File: config.mk
export PLATFORM = sky130hd
export DESIGN_NAME = sd_mbr_engine
export DESIGN_NICKNAME = d
export VERILOG_FILES = /design/src/rtl/sd_mbr_pkg.sv /design/src/rtl/sd_mbr_cmdgen.sv /design/src/rtl/sd_mbr_seq.sv /design/src/rtl/sd_mbr_outstage.sv /design/src/rtl/sd_mbr_engine.sv
export SDC_FILE = /design/constraint.sdc
export NUM_CORES = 1
export LEC_CHECK = 0
export BUFFER_PORTS_ARGS = -buffer_cell sky130_fd_sc_hd__buf_2
export CAP_MARGIN = 30
export CORE_ASPECT_RATIO = 0.5
export CORE_MARGIN = 1
export CORE_UTILIZATION = 55
export CTS_BUF_LIST = sky130_fd_sc_hd__clkbuf_2
export CTS_CLUSTER_SIZE = 14
export DETAILED_ROUTE_END_ITERATION = 10
export GPL_TIMING_DRIVEN = 0
export PLACE_DENSITY = 0.78
export SYNTH_ARGS = -nofsm -noshare
export SYNTH_HDL_FRONTEND = slang
export SYNTH_SLANG_ARGS = --single-unit
File: constraint.sdc
create_clock -name clk -period 5.2 [get_ports clk]
set_input_delay 0.78 -clock clk [delete_from_list [all_inputs] [get_ports clk]]
set_output_delay 0.78 -clock clk [all_outputs]
set_load 0.005 [all_outputs]
File: src/rtl/sd_mbr_pkg.sv
package sd_mbr_pkg;

    localparam logic [7:0] FILL_BYTE   = 8'hFF;
    localparam logic [7:0] START_MARK  = 8'hFE;
    localparam logic [5:0] OP_READ_MANY = 6'd18;
    localparam logic [5:0] OP_STOP      = 6'd12;
    localparam int FRAME_LEN    = 6;
    localparam int SECTOR_BYTES = 512;
    localparam int IDX_W        = $clog2(SECTOR_BYTES);

    typedef enum logic [2:0] {
        ST_IDLE,
        ST_CMD,
        ST_RESP,
        ST_HUNT,
        ST_DATA,
        ST_CHK,
        ST_BUSY,
        ST_END
    } seq_state_e;

    typedef enum logic [1:0] {
        ERR_NONE   = 2'd0,
        ERR_MARK   = 2'd1,
        ERR_RESP   = 2'd2,
        ERR_SILENT = 2'd3
    } err_e;

    function automatic logic [7:0] opcode_byte(input logic is_stop);
        return {2'b01, (is_stop ? OP_STOP : OP_READ_MANY)};
    endfunction

endpackage

File: src/rtl/sd_mbr_cmdgen.sv
module sd_mbr_cmdgen
    import sd_mbr_pkg::*;
(
    input  logic        is_stop,
    input  logic [31:0] arg,
    input  logic [2:0]  pos,
    output logic [7:0]  frame_byte
);

    logic [31:0] arg_eff;
    logic [7:0]  fb [FRAME_LEN];

    assign arg_eff = is_stop ? 32'h0 : arg;
    assign fb[0] = opcode_byte(is_stop);
    assign fb[FRAME_LEN-1] = FILL_BYTE;

    for (genvar g = 1; g <= 4; g++) begin : g_arg
        assign fb[g] = arg_eff[8*(4-g) +: 8];
    end

    always_comb begin
        frame_byte = FILL_BYTE;
        for (int i = 0; i < FRAME_LEN; i++) begin
            if (pos == 3'(i)) frame_byte = fb[i];
        end
    end

endmodule

File: src/rtl/sd_mbr_seq.sv
module sd_mbr_seq
    import sd_mbr_pkg::*;
#(
    parameter int SEC_W       = 16,
    parameter int LIM_W       = 16,
    parameter int DEF_LIMIT   = 8192,
    parameter int R1_POLL_MAX = 8
) (
    input  logic             clk,
    input  logic             rst,
    input  logic             start,
    input  logic [31:0]      sector_addr,
    input  logic [SEC_W-1:0] sector_cnt,
    input  logic [LIM_W-1:0] tok_limit,
    input  logic             spi_ack,
    input  logic [7:0]       spi_rx,
    output logic             spi_req,
    output logic             in_frame,
    output logic             frame_stop,
    output logic [2:0]       frame_pos,
    output logic [31:0]      frame_arg,
    output logic             cs_low,
    output logic             push,
    output logic [IDX_W-1:0] push_idx,
    output logic [SEC_W-1:0] push_sec,
    output logic             done,
    output logic [1:0]       err_code
);

    localparam logic [LIM_W-1:0] DEF_L     = LIM_W'(DEF_LIMIT);
    localparam logic [LIM_W-1:0] POLL_LAST = LIM_W'(R1_POLL_MAX - 1);
    localparam logic [IDX_W-1:0] IDX_LAST  = IDX_W'(SECTOR_BYTES - 1);

    seq_state_e       st;
    logic             stop_r;
    logic [2:0]       pos_r;
    logic [LIM_W-1:0] cnt;
    logic [LIM_W-1:0] lim_r;
    logic [IDX_W-1:0] idx_r;
    logic             chk_k;
    logic [SEC_W-1:0] sec_left;
    logic [SEC_W-1:0] sec_num;
    logic [31:0]      arg_r;
    err_e             err_r;
    logic             xfer;

    assign spi_req    = (st != ST_IDLE) && (st != ST_END);
    assign xfer       = spi_req && spi_ack;
    assign in_frame   = (st == ST_CMD);
    assign frame_stop = stop_r;
    assign frame_pos  = pos_r;
    assign frame_arg  = arg_r;
    assign push       = xfer && (st == ST_DATA);
    assign push_idx   = idx_r;
    assign push_sec   = sec_num;
    assign done       = (st == ST_END);
    assign err_code   = err_r;

    always_ff @(posedge clk) begin
        if (rst) begin
            st       <= ST_IDLE;
            stop_r   <= 1'b0;
            pos_r    <= '0;
            cnt      <= '0;
            lim_r    <= DEF_L;
            idx_r    <= '0;
            chk_k    <= 1'b0;
            sec_left <= '0;
            sec_num  <= '0;
            arg_r    <= '0;
            err_r    <= ERR_NONE;
            cs_low   <= 1'b0;
        end else begin
            case (st)
                ST_IDLE: begin
                    if (start) begin
                        err_r <= ERR_NONE;
                        if (sector_cnt == '0) begin
                            st <= ST_END;
                        end else begin
                            st       <= ST_CMD;
                            cs_low   <= 1'b1;
                            stop_r   <= 1'b0;
                            pos_r    <= '0;
                            sec_left <= sector_cnt;
                            sec_num  <= '0;
                            arg_r    <= sector_addr;
                            lim_r    <= (tok_limit == '0) ? DEF_L : tok_limit;
                        end
                    end
                end
                ST_CMD: begin
                    if (xfer) begin
                        if (pos_r == 3'(FRAME_LEN - 1)) begin
                            st  <= ST_RESP;
                            cnt <= '0;
                        end else begin
                            pos_r <= pos_r + 3'd1;
                        end
                    end
                end
                ST_RESP: begin
                    if (xfer) begin
                        if (!spi_rx[7]) begin
                            if (spi_rx != 8'h00) begin
                                if (err_r == ERR_NONE) err_r <= ERR_RESP;
                                st     <= ST_END;
                                cs_low <= 1'b0;
                            end else if (stop_r) begin
                                st <= ST_BUSY;
                            end else begin
                                st  <= ST_HUNT;
                                cnt <= '0;
                            end
                        end else if (cnt == POLL_LAST) begin
                            if (err_r == ERR_NONE) err_r <= ERR_SILENT;
                            st     <= ST_END;
                            cs_low <= 1'b0;
                        end else begin
                            cnt <= cnt + 1'b1;
                        end
                    end
                end
                ST_HUNT: begin
                    if (xfer) begin
                        if (spi_rx == START_MARK) begin
                            st    <= ST_DATA;
                            idx_r <= '0;
                        end else if (cnt == lim_r - 1'b1) begin
                            err_r  <= ERR_MARK;
                            st     <= ST_CMD;
                            stop_r <= 1'b1;
                            pos_r  <= '0;
                        end else begin
                            cnt <= cnt + 1'b1;
                        end
                    end
                end
                ST_DATA: begin
                    if (xfer) begin
                        if (idx_r == IDX_LAST) begin
                            st    <= ST_CHK;
                            chk_k <= 1'b0;
                        end else begin
                            idx_r <= idx_r + 1'b1;
                        end
                    end
                end
                ST_CHK: begin
                    if (xfer) begin
                        if (chk_k) begin
                            sec_left <= sec_left - 1'b1;
                            sec_num  <= sec_num + 1'b1;
                            if (sec_left == SEC_W'(1)) begin
                                st     <= ST_CMD;
                                stop_r <= 1'b1;
                                pos_r  <= '0;
                            end else begin
                                st  <= ST_HUNT;
                                cnt <= '0;
                            end
                        end else begin
                            chk_k <= 1'b1;
                        end
                    end
                end
                ST_BUSY: begin
                    if (xfer && (spi_rx != 8'h00)) begin
                        st     <= ST_END;
                        cs_low <= 1'b0;
                    end
                end
                ST_END: begin
                    st <= ST_IDLE;
                end
                default: st <= ST_IDLE;
            endcase
        end
    end

endmodule

File: src/rtl/sd_mbr_outstage.sv
module sd_mbr_outstage
    import sd_mbr_pkg::*;
#(
    parameter int SEC_W = 16
) (
    input  logic             clk,
    input  logic             rst,
    input  logic             push,
    input  logic [7:0]       push_data,
    input  logic [IDX_W-1:0] push_idx,
    input  logic [SEC_W-1:0] push_sec,
    output logic             out_valid,
    output logic [7:0]       out_data,
    output logic [IDX_W-1:0] out_idx,
    output logic [SEC_W-1:0] out_sector
);

    always_ff @(posedge clk) begin
        if (rst) begin
            out_valid  <= 1'b0;
            out_data   <= '0;
            out_idx    <= '0;
            out_sector <= '0;
        end else begin
            out_valid <= push;
            if (push) begin
                out_data   <= push_data;
                out_idx    <= push_idx;
                out_sector <= push_sec;
            end
        end
    end

endmodule

File: src/rtl/sd_mbr_engine.sv
module sd_mbr_engine
    import sd_mbr_pkg::*;
#(
    parameter int SEC_W       = 16,
    parameter int LIM_W       = 16,
    parameter int DEF_LIMIT   = 8192,
    parameter int R1_POLL_MAX = 8
) (
    input  logic             clk,
    input  logic             rst,
    input  logic             start,
    input  logic [31:0]      sector_addr,
    input  logic [SEC_W-1:0] sector_cnt,
    input  logic [LIM_W-1:0] tok_limit,
    output logic             spi_cs_n,
    output logic             spi_req,
    output logic [7:0]       spi_tx,
    input  logic             spi_ack,
    input  logic [7:0]       spi_rx,
    output logic             out_valid,
    output logic [7:0]       out_data,
    output logic [8:0]       out_idx,
    output logic [SEC_W-1:0] out_sector,
    output logic             done,
    output logic [1:0]       err_code
);

    logic             in_frame;
    logic             frame_stop;
    logic [2:0]       frame_pos;
    logic [31:0]      frame_arg;
    logic [7:0]       frame_byte;
    logic             cs_low;
    logic             push;
    logic [IDX_W-1:0] push_idx;
    logic [SEC_W-1:0] push_sec;

    sd_mbr_seq #(
        .SEC_W(SEC_W), .LIM_W(LIM_W),
        .DEF_LIMIT(DEF_LIMIT), .R1_POLL_MAX(R1_POLL_MAX)
    ) seq_i (
        .clk(clk), .rst(rst), .start(start),
        .sector_addr(sector_addr), .sector_cnt(sector_cnt), .tok_limit(tok_limit),
        .spi_ack(spi_ack), .spi_rx(spi_rx), .spi_req(spi_req),
        .in_frame(in_frame), .frame_stop(frame_stop), .frame_pos(frame_pos),
        .frame_arg(frame_arg), .cs_low(cs_low),
        .push(push), .push_idx(push_idx), .push_sec(push_sec),
        .done(done), .err_code(err_code)
    );

    sd_mbr_cmdgen cmd_i (
        .is_stop(frame_stop), .arg(frame_arg), .pos(frame_pos),
        .frame_byte(frame_byte)
    );

    sd_mbr_outstage #(.SEC_W(SEC_W)) out_i (
        .clk(clk), .rst(rst), .push(push), .push_data(spi_rx),
        .push_idx(push_idx), .push_sec(push_sec),
        .out_valid(out_valid), .out_data(out_data),
        .out_idx(out_idx), .out_sector(out_sector)
    );

    assign spi_tx   = in_frame ? frame_byte : FILL_BYTE;
    assign spi_cs_n = ~cs_low;

endmodule

==> flow_summary.json, run 1 <==
{
  "clk_pin_slew_ns": 0.30,
  "ys_types": 74,
  "use_met2": 0.470,
  "yosysWarnings": 0,
  "hpwl_mm": 16.6,
  "tritoncts": "yes",
  "synth_area_leader_cell": "dfxtp_1",
  "via_per_inst": 5.91,
  "vias": 8180,
  "drtPass1Iterations": 5,
  "clk_path_buf_depth": 2,
  "numCtsBuffers": 17,
  "peakVddDrop_v": 0.000137,
  "start_kind": "flip-flop",
  "startpoint": "seq_i.frame_pos[2]$_SDFFE_PP0P_",
  "post_cts_buffers": 0,
  "track_usage": 0.306,
  "maxCapViolCount": 0,
  "ys.flop_type": "dfxtp_1",
  "clock_latency_ns": 0.76,
  "cts_root_buf": "clkbuf_2",
  "syn-num-nets": 1126,
  "relSlewSlack": 0.318,
  "core_area_mm2": 0.0137,
  "rsz0062_at_grt": "no",
  "p_leak_nw": 3.38,
  "place_area_mm2": 0.00867,
  "place.port_buffers": 122,
  "min_period_ns": 3.84,
  "yosys.area_share.simple": 0.289,
  "path_class": "flip-flop to output port",
  "nets": 1267,
  "grt_overflow": 0,
  "syn_avg_cell_area_um2": 7.53,
  "area_growth_pct": 14.2,
  "antenna_left": 0,
  "async_reset_ff_frac": 0,
  "postCtsHoldBufs": 0,
  "fin_skew_ns": 0.0642,
  "wl_per_cell_um": 16.0,
  "fp.dieH_um": 86.3,
  "finalHoldViolCount": 0,
  "synth_top_cell_area_share": 0.384,
  "p_total_mw": 3.11,
  "min-delay-path-class": "input port to flip-flop",
  "dieArea_mm2": 0.0147,
  "start_util": 0.571,
  "cts_resized": 0,
  "grt_pass1_wl_mm": 35.6,
  "holdWs_ns": 0.205,
  "synth_enable_flop_cells": 0,
  "fmax_ghz": 0.260,
  "cts.sinks": 150,
  "antenna_cells": 0,
  "worstMarginPinSlew_ns": 1.01,
  "synthCells": 1038,
  "synthAdderAreaFrac": 0.0192,
  "synth-xor-area-share": 0.0381,
  "fin_area_mm2": 0.00893,
  "syn-cell-area_mm2": 0.00782,
  "drc": 0,
  "grt_pass1_vias": 7215,
  "netlist_top_cells_area": "dfxtp_1, nand2_1, a21oi_1, o21ai_0, nor2_1",
  "cp_max_fo": 10,
  "synth-seq-cells": 150,
  "synth_commonest_cells": "nand2_1, dfxtp_1, a21oi_1, nor2_1, clkbuf_1",
  "fp.dieW_um": 171,
  "synth_mux_area_frac": 0.0157,
  "synth_most_common_cell": "nand2_1",
  "outcome": "finished clean",
  "top_usage_layer": "met2",
  "gp_congestion": 0.939,
  "synth-compound-area-share": 0.207,
  "drt_wl_total_mm": 22.2,
  "arrival_ns": 3.06,
  "drtIter0Drc": 629,
  "hp-start": "sector_addr[21]",
  "tns_ns": 0,
  "r2r-start": "seq_i.lim_r[4]$_SDFFE_PP0P_",
  "post-route-period-util": 0.738,
  "ys_seq_area_frac": 0.384,
  "final_layout_size_suffix_gt1_frac": 0.146,
  "utilization": 0.652,
  "setup_viol": 0,
  "antenna_found_initial": 0,
  "grt_max_degree": 19,
  "io_pins": 123,
  "synth_top_family_by_area": "simple AND/OR/NAND/NOR gates",
  "slew_viol_final": 0,
  "use_met1": 0.443,
  "required_ns": 4.42,
  "fp-row-count": 30,
  "end_kind": "output port",
  "power_density_mw_per_mm2": 348,
  "h-tree-depth": 4,
  "grtUsageMet3": 0.0484
}
==> cell usage in the layout (no fill, tap or decap), types with 20 or more instances in the layout <==
cell      instances
buf_2           123
a21oi_1         136
o21ai_0          45
nand2_1         228
nand3_1          25
xnor2_1          21
nor4_1           20
and3_1           21
nor3_1           21
nor2_1           58
dfxtp_1         150
inv_1            28
clkbuf_1         55
==> routing by layer <==
| metal | vias up | part of all wire | routed length (µm) |
|---|---|---|---|
| li1 | 3983 | - | - |
| met1 | 3830 | 0.47 | 10400 |
| met2 | 340 | 0.43 | 9600 |
| met3 | 27 | 0.081 | 1790 |
| met4 | 0 | 0.014 | 320 |
| met5 | - | 0 | 0 |
==> power breakdown <==
group          internal (mW)  switching, mW  total, mW
registers               1.26          0.102       1.36
clock network          0.163          0.530      0.694
logic                  0.383          0.668       1.05
==> layout make-up <==
cell class,instances,area (µm²)
clock buffer,17,85.1
timing repair buffer,122,611
sequential,150,3000
fill,1254,4770
multi-input combinational,795,4450
clock inverter,15,176
inverter,30,113
buffer,63,249
tap,192,240
==> final timing paths <==
kind | end | slack [ns] | cells past startpoint
worst max-delay path | spi_tx[5] | 1.36 | 8
worst min-delay path | seq_i.frame_arg[21]$_SDFFE_PP0P_ | 0.20 | 3
worst max register to register | seq_i.st[2]$_SDFFE_PP0P_ | 1.92 | 8
worst min register to register | out_i.out_idx[5]$_SDFFE_PP0P_ | 0.47 | 2
==> critical path, stage by stage (launching register included) <==
cell	delay, ns
dfxtp_1	0.42
clkbuf_1	0.34
inv_1	0.16
ha_1	0.31
clkbuf_1	0.28
o311ai_0	0.35
o21ai_0	0.13
o221ai_1	0.20
buf_2	0.15
==> flip-flops by register name, summed over array words and instances, names as in the netlist, 9 cells and up <==
register	count
seq_i.lim_r	16
seq_i.frame_arg	32
out_i.out_sector	16
seq_i.sec_left	16
seq_i.push_idx	9
seq_i.push_sec	16
out_i.out_idx	9
seq_i.cnt	16
==> through the flow <==
stage / cells / worst slack [ns]
floorplan: 1038 / 2.36
global route: 1384 / 1.07
global placement: 1352 / 1.92
detailed placement: 1352 / 1.86
CTS: 1384 / 1.38
finish: 1384 / 1.36
==> kinds of logic (layout without fill, tap and decap cells) <==
group,Yosys count,in the layout
multiplexers,12,12
flip-flops,150,150
XOR/XNOR,34,34
adder cells (fa/ha/maj),12,12
buffers and inverters,93,247
AND/OR/NAND/NOR,468,468
AO/OA/AOI/OAI,269,269
No activity file was read; power rests on OpenSTA's default activity.
==> inputs of run 2 (changes only) <==
==> constraint.sdc (replaced) <==
create_clock -name clk -period 3.7 [get_ports clk]
set_input_delay 0.555 -clock clk [delete_from_list [all_inputs] [get_ports clk]]
set_output_delay 0.555 -clock clk [all_outputs]
set_load 0.005 [all_outputs]
==> flow_summary.json, run 2 (synthesized netlist as in run 1, its figures left out) <==
{
  "wl_per_cell_um": 16.2,
  "worstMarginPinSlew_ns": 1.00,
  "p_total_mw": 4.41,
  "track_usage": 0.316,
  "nets": 1308,
  "drtPass1Iterations": 7,
  "cts_root_buf": "clkbuf_2",
  "cp_max_fo": 10,
  "antenna_cells": 0,
  "dp_slack_ns": 0.558,
  "drtIter0Drc": 816,
  "final_layout_size_suffix_gt1_frac": 0.144,
  "grt_overflow": 0,
  "grtUsageMet3": 0.0479,
  "holdWs_ns": 0.0395,
  "fp.dieW_um": 171,
  "tns_ns": 0,
  "fmax_ghz": 0.296,
  "min_period_ns": 3.38,
  "cpMostUsedCell": "clkbuf_2",
  "cp_cell_sequence": "clkbuf_2 > inv_1 > ha_1 > clkbuf_2 > o311ai_0 > o21ai_0 > o221ai_1 > buf_2",
  "largest_register_ffs": 32,
  "layout_commonest_cell": "nand2_1",
  "peakVddDrop_v": 0.000193,
  "fp.dieH_um": 86.3,
  "hpwl_mm": 16.6,
  "numCtsBuffers": 17,
  "slew_viol_final": 0,
  "top_usage_layer": "met2",
  "rsz0062_at_grt": "no",
  "power_density_mw_per_mm2": 472,
  "min-delay-path-class": "input port to flip-flop",
  "path_buf_inv": 4,
  "fin_skew_ns": 0.0599,
  "grt_max_degree": 19,
  "grt_pass1_wl_mm": 36.7,
  "start_kind": "flip-flop",
  "clock_latency_ns": 0.77,
  "crit_family": "buffers and inverters",
  "area_growth_pct": 19.6,
  "clk_path_buf_depth": 2,
  "dieArea_mm2": 0.0147,
  "vias": 8337,
  "use_met2": 0.496,
  "dp.cells": 1352,
  "fp-row-count": 30,
  "relSlewSlack": 0.326,
  "place.port_buffers": 122,
  "setup_viol": 0,
  "crit_path_top_delay_cell": "dfxtp_1",
  "h-tree-depth": 4,
  "required_ns": 3.14,
  "p_leak_nw": 3.56,
  "antenna_found_initial": 0,
  "use_met1": 0.448,
  "layout_common_cells": "nand2_1, dfxtp_1, a21oi_1",
  "place_area_mm2": 0.00867,
  "timing.final.ws_setup_ns": 0.316,
  "post-route-period-util": 0.915,
  "antenna_left": 0,
  "grt_pass1_vias": 7528,
  "tritoncts": "yes",
  "clk_pin_slew_ns": 0.26,
  "path_class": "flip-flop to output port",
  "outcome": "finished clean",
  "post_cts_buffers": 0,
  "maxCapViolCount": 0,
  "drc": 0,
  "start_util": 0.571,
  "core_area_mm2": 0.0137,
  "finalHoldViolCount": 0,
  "end_kind": "output port",
  "gp_congestion": 0.939,
  "arrival_ns": 2.83,
  "fin_area_mm2": 0.00935,
  "cts.sinks": 150,
  "io_pins": 123,
  "utilization": 0.682,
  "drt_wl_total_mm": 23.0,
  "stdcell_count": 1425,
  "via_per_inst": 5.85,
  "slowest_delay_ns": 0.42
}
## run 2: timing repair
action | 4_1_cts | 5_1_grt
gates resized for setup | 0 | 5
endpoints found under the setup margin | 0 | 8
endpoints found under the hold margin | 35 | 6
hold buffers | 35 | 6
## run 2: path summary, 6_finish.rpt
check | from | to | slack (ns) | depth (start not counted)
setup reg to reg | seq_i.lim_r[4]$_SDFFE_PP0P_ | seq_i.st[2]$_SDFFE_PP0P_ | 0.45 | 8
hold reg to reg | out_i.out_idx[5]$_SDFFE_PP0P_ | out_i.out_idx[5]$_SDFFE_PP0P_ | 0.47 | 2
setup / recovery | seq_i.frame_pos[2]$_SDFFE_PP0P_ | spi_tx[5] | 0.32 | 8
hold / removal | spi_rx[5] | out_i.out_data[5]$_SDFFE_PP0P_ | 0.04 | 3
## run 2: final cells by class
type                            count  area [µm²]
Buffer                             63         251
Clock buffer                       17        85.1
Clock inverter                     15         176
Fill cell                        1190        4350
Inverter                           30         113
Multi-Input combinational cell    795        4460
Sequential cell                   150        3000
Tap cell                          192         240
Timing Repair Buffer              163        1020
## run 2: power by group
| group | total [mW] | internal, mW | switching (mW) |
|---|---|---|---|
| combinational | 1.51 | 0.568 | 0.946 |
| sequential | 1.92 | 1.77 | 0.143 |
| clock | 0.977 | 0.230 | 0.747 |
## run 2: tightest hold or removal path, stage by stage
cell and delay, ns:
buf_2 0.11, nand2_1 0.05, a21oi_1 0.05
## run 2: metal layers
metal / up-vias / share of wire
li1: 4066 / -
met1: 3907 / 0.46
met2: 330 / 0.44
met5: - / 0
met4: 0 / 0.018
met3: 34 / 0.079
==> inputs of run 3 (changes only) <==
--- a/config.mk
+++ b/config.mk
@@ -15,6 +15,7 @@
 export DETAILED_ROUTE_END_ITERATION = 10
 export GPL_TIMING_DRIVEN = 0
 export PLACE_DENSITY = 0.78
+export SETUP_SLACK_MARGIN = 0.2
 export SYNTH_ARGS = -nofsm -noshare
 export SYNTH_HDL_FRONTEND = slang
 export SYNTH_SLANG_ARGS = --single-unit
==> constraint.sdc (replaced) <==
create_clock -name clk -period 3.7 [get_ports clk]
set_input_delay 0 -clock clk [delete_from_list [all_inputs] [get_ports clk]]
set_output_delay 0 -clock clk [all_outputs]
set_load 0.005 [all_outputs]
==> flow_summary.json, run 3 (synthesized netlist as in run 1, its figures left out) <==
{
  "tns_ns": 0,
  "p_leak_nw": 3.88,
  "power_density_mw_per_mm2": 448,
  "p_clk_frac": 0.218,
  "fp-row-count": 30,
  "numCtsBuffers": 17,
  "post-route-period-util": 0.894,
  "fin_skew_ns": 0.0662,
  "crit_path_top_delay_cell": "nor4_4",
  "setup_viol": 0,
  "p_total_mw": 4.53,
  "fmax_ghz": 0.302,
  "vias": 8934,
  "fp.dieH_um": 86.3,
  "h-tree-depth": 4,
  "antenna_found_initial": 2,
  "nFillCells": 1094,
  "clock_latency_ns": 0.77,
  "grt_max_degree": 19,
  "clk_path_buf_depth": 2,
  "gp_congestion": 0.939,
  "place.port_buffers": 122,
  "via_per_inst": 5.94,
  "drtPass1Iterations": 8,
  "arrival_ns": 3.96,
  "stdcell_count": 1504,
  "drt_wl_total_mm": 25.4,
  "largest_register_ffs": 32,
  "min_period_ns": 3.31,
  "comb_power_share": 0.357,
  "grt_pass1_wl_mm": 40.2,
  "rsz0062_at_grt": "no",
  "relSlewSlack": 0.272,
  "nets": 1384,
  "p_int_mw": 2.63,
  "final_layout_size_suffix_gt1_frac": 0.134,
  "start_util": 0.571,
  "io_pins": 123,
  "cp_max_fo": 10,
  "pwr-share-seq": 0.424,
  "switchingPower_mw": 1.90,
  "cts.sinks": 150,
  "post_cts_buffers": 0,
  "antenna_left": 0,
  "tritoncts": "yes",
  "area_growth_pct": 29.3,
  "wl_per_cell_um": 16.9,
  "p_sw_frac": 0.419,
  "grt_pass1_vias": 8188,
  "finalHoldViolCount": 0,
  "crit_family": "simple AND/OR/NAND/NOR gates",
  "maxCapViolCount": 0,
  "layout_common_cells": "nand2_1, dfxtp_1, a21oi_1",
  "slew_viol_final": 0,
  "min-delay-path-class": "input port to flip-flop",
  "path_buf_inv": 2,
  "cp_cell_sequence": "buf_4 > nor4_4 > nor3b_2 > mux2_2 > o211ai_1 > nand4_1 > buf_2 > a21o_1 > a21oi_1",
  "slowest_delay_ns": 0.50,
  "dp.cells": 1352,
  "worstMarginPinSlew_ns": 1.08,
  "end_kind": "flip-flop",
  "required_ns": 4.35,
  "layout_commonest_cell": "nand2_1",
  "cts_root_buf": "clkbuf_2",
  "drc": 0,
  "hpwl_mm": 16.6,
  "dieArea_mm2": 0.0147,
  "start_kind": "flip-flop",
  "clk_pin_slew_ns": 0.30,
  "path_class": "flip-flop to flip-flop",
  "outcome": "finished clean",
  "core_area_mm2": 0.0137,
  "grt_overflow": 0,
  "r2r_slack_ns": 0.39,
  "fp.dieW_um": 171,
  "track_usage": 0.348,
  "peakVddDrop_v": 0.000202,
  "drtIter0Drc": 803
}
==> run 3: changes by cell type in the layout (fill, tap and decap cells not counted), sizes merged <==
| cell | delta |
|---|---|
| diode | +3 |
| dlygate4sd3 | +76 |
==> run 3: final cells by class <==
cell class	instances	area [µm²]	share of cell area
tap	192	240	0.0238
multi-input combinational	795	4450	0.440
sequential	150	3000	0.297
antenna	3	7.51	0.000743
timing repair buffer	239	1780	0.176
inverter	30	113	0.0111
clock inverter	15	176	0.0175
clock buffer	17	85.1	0.00842
buffer	63	250	0.0248
==> run 3: final timing paths <==
path                                                     from                        endpoint  cells past startpoint
worst max-delay path              seq_i.lim_r[4]$_SDFFE_PP0P_       seq_i.cnt[9]$_SDFFE_PP0P_                      9
worst min-delay path                                spi_rx[1]  out_i.out_data[1]$_SDFFE_PP0P_                      4
worst max register to register    seq_i.lim_r[4]$_SDFFE_PP0P_       seq_i.cnt[9]$_SDFFE_PP0P_                      9
worst min register to register  out_i.out_idx[5]$_SDFFE_PP0P_   out_i.out_idx[5]$_SDFFE_PP0P_                      2
==> run 3: stage by stage <==
stage                      util  hold WS [ns]  setup WS, ns  instance area [µm²]
final                     0.738        0.0521         0.391                10100
after global routing      0.738       0.00551         0.226                10100
after CTS                 0.737      0.000828         0.472                10100
after detailed placement  0.633         0.247         0.558                 8670
after global placement    0.633         0.243         0.649                 8670
after floorplan               -         0.136         0.988                 7820
==> run 3: repair_timing <==
action | 4_1_cts | 5_1_grt
gates resized for setup | 0 | 2
endpoints found under the setup margin | 0 | 2
hold endpoints to repair | 110 | 1
hold buffers | 116 | 1
==> run 3: per-layer routing <==
metal	vias to the layer above	wire length, µm	global-route usage
met5	-	0	0
met2	458	11300	0.563
met4	0	967	0.142
met1	4151	11100	0.458
met3	104	2050	0.0712
li1	4221	-	-
==> run 3: worst register-to-register path: stages (launching register included) <==
cell      delay (ns)
dfxtp_1         0.38
buf_4           0.16
nor4_4          0.51
nor3b_2         0.36
mux2_2          0.37
o211ai_1        0.38
nand4_1         0.44
buf_2           0.33
a21o_1          0.17
a21oi_1         0.11
==> run 3: power groups by stage <==
stage	sequential (mW)	combinational [mW]	clock (mW)
2_1_floorplan	1.90	1.05	0
3_3_place_gp	1.93	1.41	0
3_5_place_dp	1.94	1.43	0
4_1_cts	1.91	1.55	0.995
5_1_grt	1.94	1.77	1.07
6_report	1.92	1.62	0.990
